===== src/rtl/xlate_update_pkg.sv =====
package xlate_update_pkg;
  localparam int WORD_W = 64;

  typedef enum logic [1:0] {
    OP_PUT   = 2'd0,
    OP_GET   = 2'd1,
    OP_LIST  = 2'd2,
    OP_STUFF = 2'd3
  } cmdOp_e;

  typedef struct packed {
    logic loadCmd;
    logic writeEntry;
    logic selMem;
    logic stepPage;
    logic captureGet;
  } ctlStrobes_t;

  typedef struct packed {
    logic idMatch;
    logic idxOk;
    logic countZero;
    logic overTable;
    logic overList;
    logic listMisaligned;
    logic lastPage;
  } dpFlags_t;
endpackage


===== src/rtl/xlate_update_dp.sv =====
module xlate_update_dp
  import xlate_update_pkg::*;
#(
  parameter int ENTRIES          = 16,
  parameter int PAGE_SHIFT       = 12,
  parameter logic [63:0] BUS_OFFSET = 64'h0000_0000_8000_0000,
  parameter logic [31:0] TABLE_ID   = 32'h8000_0001,
  parameter int MAX_LIST         = 512,
  parameter int LIST_ALIGN_SHIFT = 12
) (
  input  logic              clk,
  input  logic              rstN,
  input  ctlStrobes_t       strobes,
  input  logic [1:0]        cmdOp,
  input  logic [63:0]       cmdBusNum,
  input  logic [63:0]       cmdIoAddr,
  input  logic [63:0]       cmdArg,
  input  logic [31:0]       cmdCount,
  input  logic [63:0]       memRspData,
  output cmdOp_e            opQ,
  output dpFlags_t          flags,
  output logic [63:0]       memReqAddr,
  output logic [63:0]       getData,
  output logic              notifyValid,
  output logic [63:0]       notifyIova,
  output logic [63:0]       notifyAddr,
  output logic [1:0]        notifyPerm
);
  localparam int IDX_W = (ENTRIES > 1) ? $clog2(ENTRIES) : 1;
  localparam logic [63:0] PAGE_SIZE = 64'd1 << PAGE_SHIFT;
  localparam logic [63:0] PAGE_MASK = ~(PAGE_SIZE - 64'd1);

  logic [63:0] busNumQ, curAddrQ, argQ;
  logic [31:0] countQ, iterQ;
  logic [WORD_W-1:0] tableQ [ENTRIES];

  logic [63:0] winOffset, pageNum, memValue, wrValue;
  logic [IDX_W-1:0] idx;

  // big-endian assembly: lane 0 (lowest address) becomes the top byte
  for (genvar b = 0; b < 8; b++) begin : g_swap
    assign memValue[8*b +: 8] = memRspData[8*(7-b) +: 8];
  end

  assign winOffset = curAddrQ - BUS_OFFSET;
  assign pageNum   = winOffset >> PAGE_SHIFT;
  assign idx       = pageNum[IDX_W-1:0];
  assign wrValue   = strobes.selMem ? memValue : argQ;
  assign memReqAddr = argQ + {iterQ, 3'b000};

  always_comb begin
    flags.idMatch        = (busNumQ[63:32] == 32'd0) && (busNumQ[31:0] == TABLE_ID);
    flags.idxOk          = pageNum < 64'(ENTRIES);
    flags.countZero      = (countQ == 32'd0);
    flags.overTable      = countQ > 32'(ENTRIES);
    flags.overList       = countQ > 32'(MAX_LIST);
    flags.listMisaligned = (argQ[LIST_ALIGN_SHIFT-1:0] != '0);
    flags.lastPage       = (iterQ == countQ - 32'd1);
  end

  always_ff @(posedge clk) begin
    if (!rstN) begin
      opQ      <= OP_PUT;
      busNumQ  <= '0;
      curAddrQ <= '0;
      argQ     <= '0;
      countQ   <= '0;
      iterQ    <= '0;
    end else if (strobes.loadCmd) begin
      opQ      <= cmdOp_e'(cmdOp);
      busNumQ  <= cmdBusNum;
      curAddrQ <= cmdIoAddr & PAGE_MASK;
      argQ     <= cmdArg;
      countQ   <= cmdCount;
      iterQ    <= '0;
    end else if (strobes.stepPage) begin
      curAddrQ <= curAddrQ + PAGE_SIZE;
      iterQ    <= iterQ + 32'd1;
    end
  end

  always_ff @(posedge clk) begin
    if (!rstN) begin
      for (int i = 0; i < ENTRIES; i++) tableQ[i] <= '0;
    end else if (strobes.writeEntry) begin
      tableQ[idx] <= wrValue;
    end
  end

  always_ff @(posedge clk) begin
    if (!rstN) getData <= '0;
    else if (strobes.loadCmd) getData <= '0;
    else if (strobes.captureGet) getData <= tableQ[idx];
  end

  always_ff @(posedge clk) begin
    if (!rstN) begin
      notifyValid <= 1'b0;
      notifyIova  <= '0;
      notifyAddr  <= '0;
      notifyPerm  <= '0;
    end else begin
      notifyValid <= strobes.writeEntry;
      if (strobes.writeEntry) begin
        notifyIova <= winOffset & PAGE_MASK;
        notifyAddr <= wrValue & PAGE_MASK;
        notifyPerm <= wrValue[1:0];
      end
    end
  end
endmodule


===== src/rtl/xlate_update_ctrl.sv =====
module xlate_update_ctrl
  import xlate_update_pkg::*;
(
  input  logic        clk,
  input  logic        rstN,
  input  logic        cmdValid,
  input  cmdOp_e      opQ,
  input  dpFlags_t    flags,
  input  logic        memRspValid,
  output ctlStrobes_t strobes,
  output logic        busy,
  output logic        doneValid,
  output logic        doneStatus,
  output logic        memReqValid
);
  typedef enum logic [2:0] {
    S_IDLE, S_DECODE, S_STUFF, S_FETCH, S_WAIT, S_FIN
  } state_e;

  state_e stateQ, stateD;
  logic statusQ, statusD;

  always_comb begin
    stateD  = stateQ;
    statusD = statusQ;
    strobes = '0;
    unique case (stateQ)
      S_IDLE: if (cmdValid) begin
        strobes.loadCmd = 1'b1;
        stateD = S_DECODE;
      end
      S_DECODE: begin
        stateD  = S_FIN;
        statusD = 1'b1;
        if (flags.idMatch) begin
          unique case (opQ)
            OP_PUT: if (flags.idxOk) begin
              strobes.writeEntry = 1'b1;
              statusD = 1'b0;
            end
            OP_GET: if (flags.idxOk) begin
              strobes.captureGet = 1'b1;
              statusD = 1'b0;
            end
            OP_STUFF:
              if (!flags.countZero && !flags.overTable) stateD = S_STUFF;
            OP_LIST:
              if (!flags.countZero && !flags.overList && !flags.listMisaligned)
                stateD = S_FETCH;
            default: ;
          endcase
        end
      end
      S_STUFF: begin
        if (flags.idxOk) begin
          strobes.writeEntry = 1'b1;
          if (flags.lastPage) begin
            statusD = 1'b0;
            stateD  = S_FIN;
          end else begin
            strobes.stepPage = 1'b1;
          end
        end else begin
          statusD = 1'b1;
          stateD  = S_FIN;
        end
      end
      S_FETCH: stateD = S_WAIT;
      S_WAIT: if (memRspValid) begin
        if (flags.idxOk) begin
          strobes.writeEntry = 1'b1;
          strobes.selMem     = 1'b1;
          if (flags.lastPage) begin
            statusD = 1'b0;
            stateD  = S_FIN;
          end else begin
            strobes.stepPage = 1'b1;
            stateD = S_FETCH;
          end
        end else begin
          statusD = 1'b1;
          stateD  = S_FIN;
        end
      end
      S_FIN: stateD = S_IDLE;
      default: stateD = S_IDLE;
    endcase
  end

  always_ff @(posedge clk) begin
    if (!rstN) begin
      stateQ  <= S_IDLE;
      statusQ <= 1'b1;
    end else begin
      stateQ  <= stateD;
      statusQ <= statusD;
    end
  end

  assign busy        = (stateQ != S_IDLE);
  assign doneValid   = (stateQ == S_FIN);
  assign doneStatus  = statusQ;
  assign memReqValid = (stateQ == S_FETCH);
endmodule


===== src/rtl/xlate_update_engine.sv =====
module xlate_update_engine
  import xlate_update_pkg::*;
#(
  parameter int ENTRIES          = 16,
  parameter int PAGE_SHIFT       = 12,
  parameter logic [63:0] BUS_OFFSET = 64'h0000_0000_8000_0000,
  parameter logic [31:0] TABLE_ID   = 32'h8000_0001,
  parameter int MAX_LIST         = 512,
  parameter int LIST_ALIGN_SHIFT = 12
) (
  input  logic        clk,
  input  logic        rstN,
  input  logic        cmdValid,
  input  logic [1:0]  cmdOp,
  input  logic [63:0] cmdBusNum,
  input  logic [63:0] cmdIoAddr,
  input  logic [63:0] cmdArg,
  input  logic [31:0] cmdCount,
  output logic        busy,
  output logic        doneValid,
  output logic        doneStatus,
  output logic [63:0] doneData,
  output logic        memReqValid,
  output logic [63:0] memReqAddr,
  input  logic        memRspValid,
  input  logic [63:0] memRspData,
  output logic        notifyValid,
  output logic [63:0] notifyIova,
  output logic [63:0] notifyAddr,
  output logic [1:0]  notifyPerm
);
  ctlStrobes_t strobes;
  dpFlags_t    flags;
  cmdOp_e      opQ;

  xlate_update_ctrl u_ctrl (
    .clk, .rstN, .cmdValid, .opQ, .flags, .memRspValid,
    .strobes, .busy, .doneValid, .doneStatus, .memReqValid
  );

  xlate_update_dp #(
    .ENTRIES(ENTRIES), .PAGE_SHIFT(PAGE_SHIFT), .BUS_OFFSET(BUS_OFFSET),
    .TABLE_ID(TABLE_ID), .MAX_LIST(MAX_LIST), .LIST_ALIGN_SHIFT(LIST_ALIGN_SHIFT)
  ) u_dp (
    .clk, .rstN, .strobes, .cmdOp, .cmdBusNum, .cmdIoAddr, .cmdArg, .cmdCount,
    .memRspData, .opQ, .flags, .memReqAddr, .getData(doneData),
    .notifyValid, .notifyIova, .notifyAddr, .notifyPerm
  );
endmodule


===== config.mk =====
export PLATFORM = sky130hd
export DESIGN_NAME = xlate_update_engine
export DESIGN_NICKNAME = d
export VERILOG_FILES = /design/src/rtl/xlate_update_pkg.sv /design/src/rtl/xlate_update_dp.sv /design/src/rtl/xlate_update_ctrl.sv /design/src/rtl/xlate_update_engine.sv
export SDC_FILE = /design/constraint.sdc
export NUM_CORES = 2
export LEC_CHECK = 0
export BUFFER_PORTS_ARGS = -buffer_cell sky130_fd_sc_hd__buf_2
export CORE_MARGIN = 1
export CORE_UTILIZATION = 60
export CTS_CLUSTER_SIZE = 14
export DETAILED_ROUTE_END_ITERATION = 8
export PLACE_DENSITY_LB_ADDON = 0.08
export REMOVE_ABC_BUFFERS = 1
export SYNTH_ARGS = -nofsm -noshare
export SYNTH_HDL_FRONTEND = slang
export SYNTH_SLANG_ARGS = --single-unit

===== constraint.sdc =====
create_clock -name clk -period 6.5 [get_ports clk]
set_input_delay 0.65 -clock clk [delete_from_list [all_inputs] [get_ports clk]]
set_output_delay 0.65 -clock clk [all_outputs]
set_load 0.05 [all_outputs]

Yosys cells after proc, flatten, opt, wreduce, memory -nomap -nowiden
Memories as Yosys holds them, arrays and structs flattened. A register that Yosys moved wholly into a read port is not among the register bits.
Index checks and enable logic that the tools add are counted.

cells by class
  order comparisons = 3
  eq/ne operators = 13
  $add $sub $neg = 5
  bitwise operators = 1
  $mul = 0
  shift-type cells = 0
  mux-type cells = 43
  reductions and logical operators = 21
  div/mod/pow operators = 0

operator list
  kind                                                          count
  2-to-1 mux 64 bit                                             4
  adder 64 x 13 -> 64 bit (second input constant)               1
  adder 64 x 35 -> 64 bit                                       1
  zero test 32 bit                                              2
  OR reduction 64 bit                                           1
  subtractor 64 x 32 -> 64 bit (second input constant)          1
  less-than comparator 52 x 5 -> 1 bit (second input constant)  1
  2-to-1 mux 3 bit                                              11
  adder 32 x 1 -> 32 bit (second input constant)                1
  equality test 32 bit                                          1
  equality test 32 bit (second input constant)                  1
  > comparator 32 x 10 -> 1 bit (second input constant)         1
  > comparator 32 x 5 -> 1 bit (second input constant)          1
  subtractor 32 x 1 -> 32 bit (second input constant)           1
  2-to-1 mux 1 bit                                              22
  one-hot mux 3 bit (5 select lines)                            1
  nonzero test 12 bit                                           1
  equality test 3 x 2 -> 1 bit (second input constant)          2
  equality test 3 bit (second input constant)                   2
  one-hot mux 1 bit (3 select lines)                            2
  one-hot mux 3 bit (2 select lines)                            1
  nonzero test 3 bit                                            2
  equality test 2 bit (second input constant)                   2
  logical AND 1 bit                                             4
  other kinds (14)                                              19

word-level totals
  register bits = 369
  bits in latches = 0
  bits in read-only memories = 0
  output and inout bits = 263
  memory bits (writable) = 1024
  input port bits = 294
  memories kept = 1
  logic and storage cells = 100

memories
  name         depth  width  rd ports  clocked after memory_dff  write ports  line                   text
  u_dp.tableQ  16     64     1         1                         16           xlate_update_dp.sv:35  logic [WORD_W-1:0] tableQ [ENTRIES];

Logic depth before layout (Yosys ltp)
  depth after elaboration = 11
  mapped depth = 14
  gate-level depth less buffers = 13

By module
Synthesis repeated with hierarchy kept, for this count alone.

unflattened totals
  cells, all modules = 5069
  area total of the unflattened synthesis = 64574.4 µm²

by module, submodules not included
  module             area an instance (µm²)  cells an instance  sequential area each (µm²)  times used
  xlate_update_dp    64154.0                 5018               39097.5                     1
  xlate_update_ctrl  420.4                   51                 80.1                        1

Least setup slack after synthesis
OpenSTA, ideal clock, no wires.

  path kind = reg-to-reg
  start = reg u_dp.curAddrQ[31]
  end = mem u_dp.tableQ[12][0], enable pin
  setup time = 0.424 ns
  data required time = 6.076 ns
  stages on the path, launching flop included = 14
  path buffers = 3
  period minus slack after synthesis = 4.983 ns
  arrival time = 4.559 ns
  path slack = 1.517 ns
  path through = dfxtp_1 inv_1 ha_1 and2_1 or4b_1 a221oi_2 nand3b_1 or4_4 nor2_2 buf_4 nand4_1 buf_2 clkbuf_1 nand2_1

RTL lines
  item                    line                   text
  from (decl)             xlate_update_dp.sv:33  logic [63:0] busNumQ, curAddrQ, argQ;
  from (signal assigned)  xlate_update_dp.sv:72  curAddrQ <= cmdIoAddr & PAGE_MASK;
  from (signal assigned)  xlate_update_dp.sv:77  curAddrQ <= curAddrQ + PAGE_SIZE;
  to (decl)               xlate_update_dp.sv:35

Worst setup path after layout
  start = reg u_dp.argQ[11]
  end = out memReqAddr[54]

on the way
  cells in the longest elaborated chain, start to end = 1

RTL lines
  item                     line                       text
  from (decl)              xlate_update_dp.sv:33
  from (signal assigned)   xlate_update_dp.sv:73      argQ <= cmdArg;
  adder 64 x 35 -> 64 bit  xlate_update_dp.sv:49      assign memReqAddr = argQ + {iterQ, 3'b000};
  to (decl)                xlate_update_engine.sv:24  output logic [63:0] memReqAddr,

Every way passes these cells.

==> qor.csv <==
stage,metric,value,unit
run_status,status,"finished, final reports clean",
synth,syn_area_per_cell,12.4,um2
finish,final_common_cell,nor2_1,
finish,final_area,72000,um2
finish,area_growth,13.6,%
detailed_routing,drt-total-wl,181000,um
place,dp_cells,6710,
finish,finalNonFillerCells,6983,
synth,syn-cell-area,63400,um2
floorplanning,fp-row-count,118,
clocking,hold_buffers,0,
power_and_ir_drop,p_leak,25.6,nW
detailed_routing,ant_nets,0,
clocking,cts_buffer_depth,3,
sta,fmax,0.180,GHz
global_routing,grt_use_met3,8.05,%
sta,skew,0.0226,ns
clocking,clkLatencyLatePin,0.77,ns
clocking,cts_root_buffer,clkbuf_16,
global_routing,grtUsageMet1,44.9,%
sta,timing.setup.tns,0,ns
clocking,cts_tree,yes,
clocking,numCtsBuffers,147,
floorplanning,io_pins,557,
finish,fillers,7427,
synth,async_flop_share,0,%
critical_path,critPathRequiredTime,5.85,ns
detailed_routing,drc,0,
sta,drv_slew,0,
synth,synth_edf_count,1024,
clocking,clock-sinks,1445,
critical_path,cp_max_fo,10,
synth,ys_seq_area_share,61.8,%
clocking,clk_pin_slew,0.06,ns
global_routing,track_usage,33.8,%
critical_path,end_kind,output pin,
global_routing,gr-max-usage-layer,met2,
floorplanning,die_w,327,um
place,hpwlAfterDp,105000,um
sta,fin_crit_sh,85.2,%
synth,synthCells,5129,
critical_path,crit_arrival,4.89,ns
sta,final-setup-viol-count,0,
synth,synth_flop_cell,edfxtp_1,
floorplanning,initial_core_util,60.9,%
detailed_routing,wl_per_cell,25.9,um
sta,grt_setup_unrepaired,no,
global_routing,grt_antenna_before_repair,9,
floorplanning,core,104000,um2
global_routing,grt_max_degree,134,
critical_path,critical_path_class,flip-flop to output pin,
floorplanning,dieArea,107000,um2
global_routing,overflow,0,
sta,layout_min_cycle_time,5.54,ns
place,port_buffers,520,
finish,finish.net_count,5814,
place,gp_congestion,0.926,
sta,relSlewSlack,12.6,%
flow_run,maxCapViolations,0,
hold_path,hold_path.class,input pin to flip-flop,
power_and_ir_drop,irDropWorstVdd,0.000230,V
floorplanning,die_y,327,um
global_routing,grt.met2_usage,55.5,%
synth,synth_warnings,0,
power_and_ir_drop,power.density,294,nW/um2
detailed_routing,avgViaCountPerCell,6.23,
synth,synth_seq_cells,1445,
sta,tightest_slew,1.31,ns
sta,hold_violations,0,
finish,register_area,39200,um2
clocking,cts_htree_levels,4,
detailed_routing,drt_first_pass_iters,6,
detailed_routing,num_vias,43500,
finish,multi_input_area,22600,um2
detailed_routing,drt_iter0_drc,5029,
synth,synth.distinct_cells,73,
critical_path,crit_path_start_kind,flip-flop,
finish,layout-drive-gt1-share,22.4,%
global_routing,grt_pass1_vias,42800,
clocking,cts.repair.resized,0,
clocking,cts_setup_buffers,0,
finish,most-common-layout-cells,"1104 x nor2_1, 1024 x edfxtp_1, 603 x nand2_1",
place,placed_cell_area,67100,um2
global_routing,grt_pass1_wl,267000,um
stage by stage:
step           hold slack [ns]  power [mW]  worst slack, ns  utilization, %
4_1_cts                 0.0839        21.2             1.06            69.1
3_3_place_gp             0.437        12.8             1.45            64.5
3_5_place_dp             0.438        12.8             1.32            64.5
2_1_floorplan            0.436        12.3            -8.66               -
6_report                 0.126        21.2            0.959            69.1
5_1_grt                  0.114        21.7            0.741            69.1
critical path, cell delays in order, from the launching register on:
cell and delay, ns:
dfxtp_1 0.43, ha_1 0.45, nand4_1 0.22, nor4_1 0.30, o21ai_0 0.21, nand4b_1 0.20, nand3_1 0.19, a21oi_1 0.29
o31a_1 0.74, nor2b_1 0.45, nand3_1 0.15, xnor2_1 0.17, buf_2 0.29
worst paths after layout:
path | start | endpoint | slack, ns | cells past startpoint
setup / recovery | u_dp.argQ[11] | memReqAddr[54] | 0.96 | 12
hold / removal | cmdIoAddr[54] | u_dp.curAddrQ[54] | 0.13 | 3
setup reg to reg | u_dp.curAddrQ[38] | u_dp.tableQ[4][53] | 1.21 | 11
hold reg to reg | u_dp.getData[14] | u_dp.getData[14] | 0.45 | 2
flip-flops by register name, indices dropped and copies added (netlist names), 2 cells and up:
register         count
u_ctrl.stateQ        3
u_dp.argQ           64
u_dp.busNumQ        64
u_dp.countQ         32
u_dp.curAddrQ       52
u_dp.getData        64
u_dp.iterQ          32
u_dp.notifyAddr     52
u_dp.notifyIova     52
u_dp.notifyPerm      2
u_dp.opQ             2
u_dp.tableQ       1024
cells in the mapped netlist, types with 53 or more instances:
library cell	instances	area, um2
buf_2	81	405
nor2_1	1104	4140
and2_1	67	419
clkbuf_1	275	1030
xor2_1	58	508
xnor2_1	75	657
nand2_1	621	2330
dfxtp_1	421	8430
o21ai_0	94	470
nor4_1	53	332
mux4_2	320	7210
nand3_1	64	320
edfxtp_1	1024	30700
a21oi_1	180	901
a21boi_0	203	1520
cells by family (layout without fill, tap and decap cells):
kind of cell,Yosys count,after routing,share of synthesized area [%]
buf+inv,463,913,3.15
flops,1445,1445,61.8
other cells,1,25,0.00592
simple gates,2096,2096,13.9
compound gates,557,557,5.59
fa+ha+maj,41,41,0.822
mux,393,393,12.8
xor+xnor,133,133,1.84
cell type report:
class                      instances  area share, %
sequential                      1445           54.5
multi-input combinational       3244           31.4
clock buffer                     203           5.79
timing repair buffer             611           4.87
tap                             1380           2.40
clock inverter                    69          0.954
inverter                          30          0.156
antenna                            1        0.00348
report_power, final:
part / internal, mW / switching (mW) / total, mW
combinational: 0.869 / 1.37 / 2.24
clock: 4.94 / 3.58 / 8.51
sequential: 10.1 / 0.250 / 10.4
total: 16.0 / 5.20 / 21.2
metal layers:
layer  vias to the layer above  wire length, um  part of all wire [%]
met2                      2488            87800                    49
met1                     21700            67400                    37
met5                         -               91                 0.050
met3                       366            20300                    11
met4                        14             5330                   2.9
li1                      19000                -                     -
Note: power is estimated with default switching activity, not from simulation.
